$ cat config.mk
export PLATFORM = sky130hd
export DESIGN_NAME = ee_stat_ctrl
export DESIGN_NICKNAME = d
export VERILOG_FILES = /design/src/rtl/ee_stat_pkg.sv /design/src/rtl/ee_spi_rx.sv /design/src/rtl/ee_wp_decode.sv /design/src/rtl/ee_wr_timer.sv /design/src/rtl/ee_stat_ctrl.sv
export SDC_FILE = /design/constraint.sdc
export NUM_CORES = 1
export LEC_CHECK = 0
export BUFFER_PORTS_ARGS = -buffer_cell sky130_fd_sc_hd__buf_2
export CAP_MARGIN = 20
export CORE_MARGIN = 10
export CORE_UTILIZATION = 63
export DETAILED_ROUTE_END_ITERATION = 8
export PLACE_DENSITY = 0.83
export SYNTH_ARGS = -nofsm -noshare
export SYNTH_HDL_FRONTEND = slang
export SYNTH_SLANG_ARGS = --single-unit
$ cat constraint.sdc
create_clock -name clk -period 4.1 [get_ports clk]
set_input_delay 0.41 -clock clk [delete_from_list [all_inputs] [get_ports clk]]
set_output_delay 0.41 -clock clk [all_outputs]
set_load 0.05 [all_outputs]
$ cat src/rtl/ee_stat_pkg.sv
`timescale 1ns/1ps
package ee_stat_pkg;
  localparam logic [7:0] OP_WRSR = 8'h01;
  localparam logic [7:0] OP_WRDI = 8'h04;
  localparam logic [7:0] OP_RDSR = 8'h05;
  localparam logic [7:0] OP_WREN = 8'h06;

  localparam int unsigned LEN_SHORT = 8;
  localparam int unsigned LEN_WRSR  = 16;

  localparam logic [7:0] MSK_WPEN = 8'h80;
  localparam logic [7:0] MSK_BP1  = 8'h08;
  localparam logic [7:0] MSK_BP0  = 8'h04;

  typedef struct packed {
    logic       wpen;
    logic [1:0] bp;
    logic       wel;
    logic       wip;
  } stat_t;

  function automatic logic [7:0] stat_byte(input stat_t s);
    return {s.wpen, 3'b000, s.bp, s.wel, s.wip};
  endfunction
endpackage

$ cat src/rtl/ee_spi_rx.sv
`timescale 1ns/1ps
module ee_spi_rx #(
  parameter int SYNC_STAGES = 2,
  parameter int CNT_W       = 5
) (
  input  logic             clk,
  input  logic             rst_n,
  input  logic             sck,
  input  logic             cs_n,
  input  logic             si,
  output logic             sel,
  output logic             sck_fall,
  output logic             frame_end,
  output logic             opc_stb,
  output logic [CNT_W-1:0] bit_cnt,
  output logic [7:0]       opcode,
  output logic [7:0]       wdata
);
  localparam logic [CNT_W-1:0] CNT_MAX = {CNT_W{1'b1}};
  localparam logic [CNT_W-1:0] CNT_OP  = CNT_W'(7);
  localparam logic [CNT_W-1:0] CNT_DAT = CNT_W'(15);

  logic [SYNC_STAGES-1:0] sck_sy, cs_sy, si_sy;
  logic sck_s, cs_s, si_s, sck_d, cs_d, sck_rise;
  logic [6:0] sh;

  // synchroniser chains; chip-select resets to idle (high)
  always_ff @(posedge clk or negedge rst_n) begin
    if (!rst_n) begin
      sck_sy <= '0;
      cs_sy  <= '1;
      si_sy  <= '0;
      sck_d  <= 1'b0;
      cs_d   <= 1'b1;
    end else begin
      sck_sy <= {sck_sy[SYNC_STAGES-2:0], sck};
      cs_sy  <= {cs_sy[SYNC_STAGES-2:0], cs_n};
      si_sy  <= {si_sy[SYNC_STAGES-2:0], si};
      sck_d  <= sck_s;
      cs_d   <= cs_s;
    end
  end

  assign sck_s     = sck_sy[SYNC_STAGES-1];
  assign cs_s      = cs_sy[SYNC_STAGES-1];
  assign si_s      = si_sy[SYNC_STAGES-1];
  assign sel       = !cs_s;
  assign sck_rise  = sel && sck_s && !sck_d;
  assign sck_fall  = sel && !sck_s && sck_d;
  assign frame_end = cs_s && !cs_d;

  always_ff @(posedge clk or negedge rst_n) begin
    if (!rst_n) begin
      bit_cnt <= '0;
      sh      <= '0;
      opcode  <= '0;
      wdata   <= '0;
      opc_stb <= 1'b0;
    end else begin
      opc_stb <= 1'b0;
      if (!sel) begin
        bit_cnt <= '0;
      end else if (sck_rise) begin
        sh <= {sh[5:0], si_s};
        if (bit_cnt != CNT_MAX) bit_cnt <= bit_cnt + 1'b1;
        if (bit_cnt == CNT_OP) begin
          opcode  <= {sh, si_s};
          opc_stb <= 1'b1;
        end
        if (bit_cnt == CNT_DAT) wdata <= {sh, si_s};
      end
    end
  end

  AST_OPC_AT_EIGHT: assert property (@(posedge clk) disable iff (!rst_n)
    opc_stb |-> (bit_cnt == CNT_W'(8)));
  AST_CNT_IDLE_CLEAR: assert property (@(posedge clk) disable iff (!rst_n)
    (!sel && $past(!sel)) |-> (bit_cnt == '0));
endmodule

$ cat src/rtl/ee_wp_decode.sv
`timescale 1ns/1ps
module ee_wp_decode #(
  parameter int ADDR_W = 11
) (
  input  logic [1:0]        bp,
  input  logic              wpen,
  input  logic              wel,
  input  logic              wp_n,
  input  logic [ADDR_W-1:0] addr,
  output logic              arr_ok,
  output logic              sts_ok
);
  logic [1:0] seg;
  logic       prot;

  // array split into four equal segments by the two address MSBs
  assign seg = addr[ADDR_W-1 -: 2];

  always_comb begin
    unique case (bp)
      2'b00:   prot = 1'b0;
      2'b01:   prot = (seg == 2'b11);
      2'b10:   prot = seg[1];
      default: prot = 1'b1;
    endcase
  end

  assign arr_ok = wel && !prot;
  assign sts_ok = wel && !(wpen && !wp_n);
endmodule

$ cat src/rtl/ee_wr_timer.sv
`timescale 1ns/1ps
module ee_wr_timer #(
  parameter int WR_CYCLES = 5000
) (
  input  logic clk,
  input  logic rst_n,
  input  logic start,
  output logic busy,
  output logic done
);
  localparam int TW = (WR_CYCLES > 1) ? $clog2(WR_CYCLES) : 1;
  localparam logic [TW-1:0] LOAD = TW'(WR_CYCLES - 1);

  logic [TW-1:0] cnt;

  always_ff @(posedge clk or negedge rst_n) begin
    if (!rst_n) begin
      busy <= 1'b0;
      cnt  <= '0;
    end else if (!busy) begin
      if (start) begin
        busy <= 1'b1;
        cnt  <= LOAD;
      end
    end else if (cnt == '0) begin
      busy <= 1'b0;
    end else begin
      cnt <= cnt - 1'b1;
    end
  end

  assign done = busy && (cnt == '0);

  AST_TMR_START_IDLE: assert property (@(posedge clk) disable iff (!rst_n)
    start |-> !busy);
endmodule

$ cat src/rtl/ee_stat_ctrl.sv
`timescale 1ns/1ps
module ee_stat_ctrl
  import ee_stat_pkg::*;
#(
  parameter int         ADDR_W      = 11,
  parameter int         WR_CYCLES   = 5000,
  parameter int         SYNC_STAGES = 2,
  parameter logic [2:0] NV_INIT     = 3'b000
) (
  input  logic              clk,
  input  logic              rst_n,
  input  logic              spi_sck,
  input  logic              spi_cs_n,
  input  logic              spi_si,
  output logic              spi_so,
  output logic              spi_so_oe,
  input  logic              wp_n,
  input  logic              arr_req_valid,
  output logic              arr_req_ready,
  input  logic [ADDR_W-1:0] arr_req_addr,
  output logic              arr_wr_ok,
  output logic              sts_wr_ok,
  output logic              wr_busy
);
  localparam int CNT_W = 5;

  logic             sel, sck_fall, frame_end, opc_stb;
  logic [CNT_W-1:0] bit_cnt;
  logic [7:0]       opcode, wdata;
  logic             wpen_q, wel_q, wip;
  logic [1:0]       bp_q;
  logic             tmr_done, exec, sts_start, arr_acc, tmr_start;
  stat_t            st;
  logic [7:0]       tx_sh;
  logic [2:0]       tx_bit;
  logic             tx_on;

  ee_spi_rx #(.SYNC_STAGES(SYNC_STAGES), .CNT_W(CNT_W)) rx_i (
    .clk(clk), .rst_n(rst_n), .sck(spi_sck), .cs_n(spi_cs_n), .si(spi_si),
    .sel(sel), .sck_fall(sck_fall), .frame_end(frame_end), .opc_stb(opc_stb),
    .bit_cnt(bit_cnt), .opcode(opcode), .wdata(wdata)
  );

  ee_wp_decode #(.ADDR_W(ADDR_W)) wp_i (
    .bp(bp_q), .wpen(wpen_q), .wel(wel_q), .wp_n(wp_n), .addr(arr_req_addr),
    .arr_ok(arr_wr_ok), .sts_ok(sts_wr_ok)
  );

  ee_wr_timer #(.WR_CYCLES(WR_CYCLES)) tmr_i (
    .clk(clk), .rst_n(rst_n), .start(tmr_start), .busy(wip), .done(tmr_done)
  );

  assign st = '{wpen: wpen_q, bp: bp_q, wel: wel_q, wip: wip};

  // commands execute on chip-select rise, never while a cycle runs
  assign exec          = frame_end && !wip;
  assign sts_start     = exec && (bit_cnt == CNT_W'(LEN_WRSR)) && (opcode == OP_WRSR) && sts_wr_ok;
  assign arr_req_ready = !wip && !sts_start;
  assign arr_acc       = arr_req_valid && arr_req_ready && arr_wr_ok;
  assign tmr_start     = sts_start || arr_acc;
  assign wr_busy       = wip;

  always_ff @(posedge clk or negedge rst_n) begin
    if (!rst_n) begin
      wpen_q <= NV_INIT[2];
      bp_q   <= NV_INIT[1:0];
      wel_q  <= 1'b0;
    end else begin
      if (sts_start) begin
        wpen_q <= |(wdata & MSK_WPEN);
        bp_q   <= {|(wdata & MSK_BP1), |(wdata & MSK_BP0)};
      end
      if (tmr_done) begin
        wel_q <= 1'b0;
      end else if (exec && (bit_cnt == CNT_W'(LEN_SHORT))) begin
        if (opcode == OP_WREN)      wel_q <= 1'b1;
        else if (opcode == OP_WRDI) wel_q <= 1'b0;
      end
    end
  end

  // status read shifter: loads after the opcode, drives on falling SCK
  always_ff @(posedge clk or negedge rst_n) begin
    if (!rst_n) begin
      tx_sh     <= '0;
      tx_bit    <= '0;
      tx_on     <= 1'b0;
      spi_so    <= 1'b0;
      spi_so_oe <= 1'b0;
    end else if (!sel) begin
      tx_on     <= 1'b0;
      spi_so_oe <= 1'b0;
    end else if (opc_stb && (opcode == OP_RDSR)) begin
      tx_on  <= 1'b1;
      tx_sh  <= stat_byte(st);
      tx_bit <= '0;
    end else if (tx_on && sck_fall) begin
      spi_so    <= tx_sh[7];
      spi_so_oe <= 1'b1;
      tx_bit    <= tx_bit + 1'b1;
      if (tx_bit == 3'd7) tx_sh <= stat_byte(st);
      else                tx_sh <= {tx_sh[6:0], 1'b0};
    end
  end

  AST_WIP_FROM_START: assert property (@(posedge clk) disable iff (!rst_n)
    $rose(wip) |-> $past(tmr_start));
  AST_WEL_CLR_AT_END: assert property (@(posedge clk) disable iff (!rst_n)
    $fell(wip) |-> !wel_q);
  AST_NV_HELD_BUSY: assert property (@(posedge clk) disable iff (!rst_n)
    wip |=> $stable({wpen_q, bp_q}));
  AST_DROP_FORBIDDEN: assert property (@(posedge clk) disable iff (!rst_n)
    (arr_req_valid && arr_req_ready && !arr_wr_ok) |=> !wip);
  AST_WEL_SET_AT_FRAME: assert property (@(posedge clk) disable iff (!rst_n)
    $rose(wel_q) |-> $past(frame_end));
  AST_SO_IDLE_HIZ: assert property (@(posedge clk) disable iff (!rst_n)
    (!sel && $past(!sel)) |-> !spi_so_oe);
endmodule

==> out/metrics.cfg <==
[floorplan]
die_w_um=88.1
dieArea_um2=7760
initial_core_util_pct=66.2
coreArea_um2=4410
io-pin-count=24
chipHeight_um=88.1
num_rows=24

[global_route]
antenna_found_initial=0
grt_max_degree=38
grtUsageTotal_pct=16.7
grt_pass1_vias=2103
overflow=0
grt_pass1_wl_mm=10.2

[drt]
drt-total-wl_mm=5.78
drc=0
ant_nets=0
num_vias=2123
routed_via_density=6.14
drtPass1Iterations=4
avgRoutedWirePerCell_um=16.7
drt_iter0_markers=159

[pwr]
p_int_mw=0.994
pwr-share-comb_pct=4.2
cellPowerDensity_nw_per_um2=400
switching_power_mw=0.306
vdd_drop_max_mv=0.312
p_seq_share_pct=53.3
sw_frac_of_total_pct=23.6
pwr-share-clk_pct=42.4
leakagePower_nw=1.51

[synth]
synth.avg_cell_area_um2=10.8
seq_area_frac_synth_pct=54.9
synth.distinct_cells=48
syn_nets=296
synth_edf_count=0
synthArstFlopShare_pct=100
synth_cells=270
yosysWarnings=0
synth_seq_cells=64
ys.flop_type=dfrtp_1
synth_area_um2=2920

[placement]
gp_congestion=0.833
dp_hpwl_mm=3.93
numPortBuffers=14

[cts]
post-cts-setup-buffer-count=0
hold_buffers=0
worst_skew_pair.late_latency_ps=340
cts-root-buf=clkbuf_8
clk_path_buf_depth=2
htreeDepth=3
cts_buffers=9
cts_resized=0
numClockSinks=64
cts_tree=done
clk_pin_slew_ps=70

[worst_setup_path]
start_kind=flop
critPathKind=flop to output pin
required_ps=3690
reg2reg_slack_ps=1430
startpoint=rx_i.cs_sy[1]
cp_num_buf_inv=1
crit_chain=or4bb_1 > nor4_4 > a31oi_1 > buf_2
cpPeakStageDelay_ps=730
timing.rr.start=rx_i.cs_sy[1]
slowest_stage=dfstp_2
worst_path_dominant_cell_family=simple AND/OR/NAND/NOR gates
critPathMaxFanout=19
endpoint_kind=output pin
arrival_ps=2290

[cells_and_area]
drive_gt1_share_pct=18.7
nets=315
final_common_cell=dfrtp_1
mostFrequentLayoutCells=dfrtp_1, nand2_1, mux2_2, nor2_1, o21ai_0
area_delta_synth_final_pct=11.1
num-fill-cells=297
diodes=0

[timing]
rsz0062_at_grt=no
setup_violations=0
holdWs_ps=70.0
final.min_clock_period_ps=2700
fin_crit_sh_pct=65.8
relSlewSlack_pct=39.6
fin_setup_tns_ps=0
final-hold-violation-count=0
drv_slew=0
tightest_slew_ps=907
finClkSkew_ps=5.24
timing.fmax_ghz=0.371

[flow_run]
max_cap_violations=0

[hold_path]
holdCritPathClass=input pin to async pin

[run_status]
status=completed

==> registers in the layout (all words and copies together), names as in the netlist <==
name,count
rx_i.wdata,3
tx_bit,3
tmr_i.cnt,13
rx_i.cs_sy,2
spi_so,1
rx_i.sh,7
rx_i.cs_d,1
rx_i.sck_sy,2
wpen_q,1
rx_i.sck_d,1
rx_i.opc_stb,1
bp_q,2
tx_sh,8
rx_i.opcode,8
tmr_i.busy,1
spi_so_oe,1
rx_i.si_sy,2
tx_on,1
rx_i.bit_cnt,5
wel_q,1
==> metal layers <==
metal	vias up	track usage, %	part of all wire, %
li1	1017	-	-
met1	1049	21.7	44
met2	49	25.3	49
met3	8	5.29	5.5
met4	0	6.56	1.4
met5	-	0	0
==> kinds of logic after synthesis <==
group | count (synthesis) | synth area share, %
flops | 64 | 54.9
buf+inv | 22 | 2.87
simple gates | 99 | 18.0
compound gates | 56 | 13.1
xor+xnor | 4 | 1.20
mux | 17 | 6.51
fa+ha+maj | 8 | 3.42
==> area by class of cell <==
class	instances	area, um2	share of cell area (%)
Clock buffer	10	138	4.24
Sequential cell	64	1610	49.4
Inverter	14	52.6	1.62
Clock inverter	6	68.8	2.12
Timing Repair Buffer	16	85.1	2.62
Multi-Input combinational cell	184	1230	38.0
Tap cell	52	65.1	2.00
==> cells in the mapped netlist, drive strengths merged, types with 2 or more instances <==
cell type,number,area share (%)
a21o,2,0.51
a21oi,10,1.7
a22o,5,1.5
a22oi,2,0.51
a2bb2oi,2,0.60
a31oi,2,0.43
and3,3,0.64
and4,3,0.90
buf,3,0.43
clkbuf,5,0.64
dfrtp,61,52
dfstp,3,2.7
ha,8,3.4
inv,13,1.7
mux2,16,6.2
nand2,35,4.5
nand2b,2,0.43
nand3,10,1.7
nand4,4,0.86
nor2,15,1.9
nor2b,3,0.64
nor3,5,0.86
nor4,5,1.6
o21a,3,0.77
o21ai,15,2.6
o31ai,7,1.8
or4,7,1.9
xor2,4,1.2
==> stage by stage <==
| step | setup WS [ps] | instances | cell area (um2) | power [mW] | util, % |
|---|---|---|---|---|---|
| detailed placement | 1450 | 330 | 3040 | 0.762 | 68.9 |
| finish | 1400 | 346 | 3250 | 1.30 | 73.6 |
| floorplan | 1870 | 270 | 2920 | 0.731 | - |
| global route | 1220 | 346 | 3250 | 1.35 | 73.6 |
| global placement | 1490 | 330 | 3040 | 0.756 | 68.9 |
| CTS | 1420 | 346 | 3250 | 1.31 | 73.6 |
==> power groups by stage <==
stage	registers, mW	logic [mW]	clock network, mW
2_1_floorplan	0.694	0.0365	0
3_3_place_gp	0.703	0.0535	0
3_5_place_dp	0.706	0.0561	0
4_1_cts	0.693	0.0562	0.560
5_1_grt	0.698	0.0632	0.591
6_report	0.694	0.0547	0.552
==> final timing paths <==
| check | end | depth (start not counted) |
|---|---|---|
| max | arr_req_ready | 4 |
| min | tmr_i.cnt[6] | 1 |
| max reg2reg | tmr_i.cnt[10] | 5 |
| min reg2reg | rx_i.sck_sy[1] | 0 |
| max in group asynchronous | rx_i.wdata[2] | 2 |
| min in group clk | rx_i.cs_sy[0] | 1 |
Power figures use the tool's default switching activity.
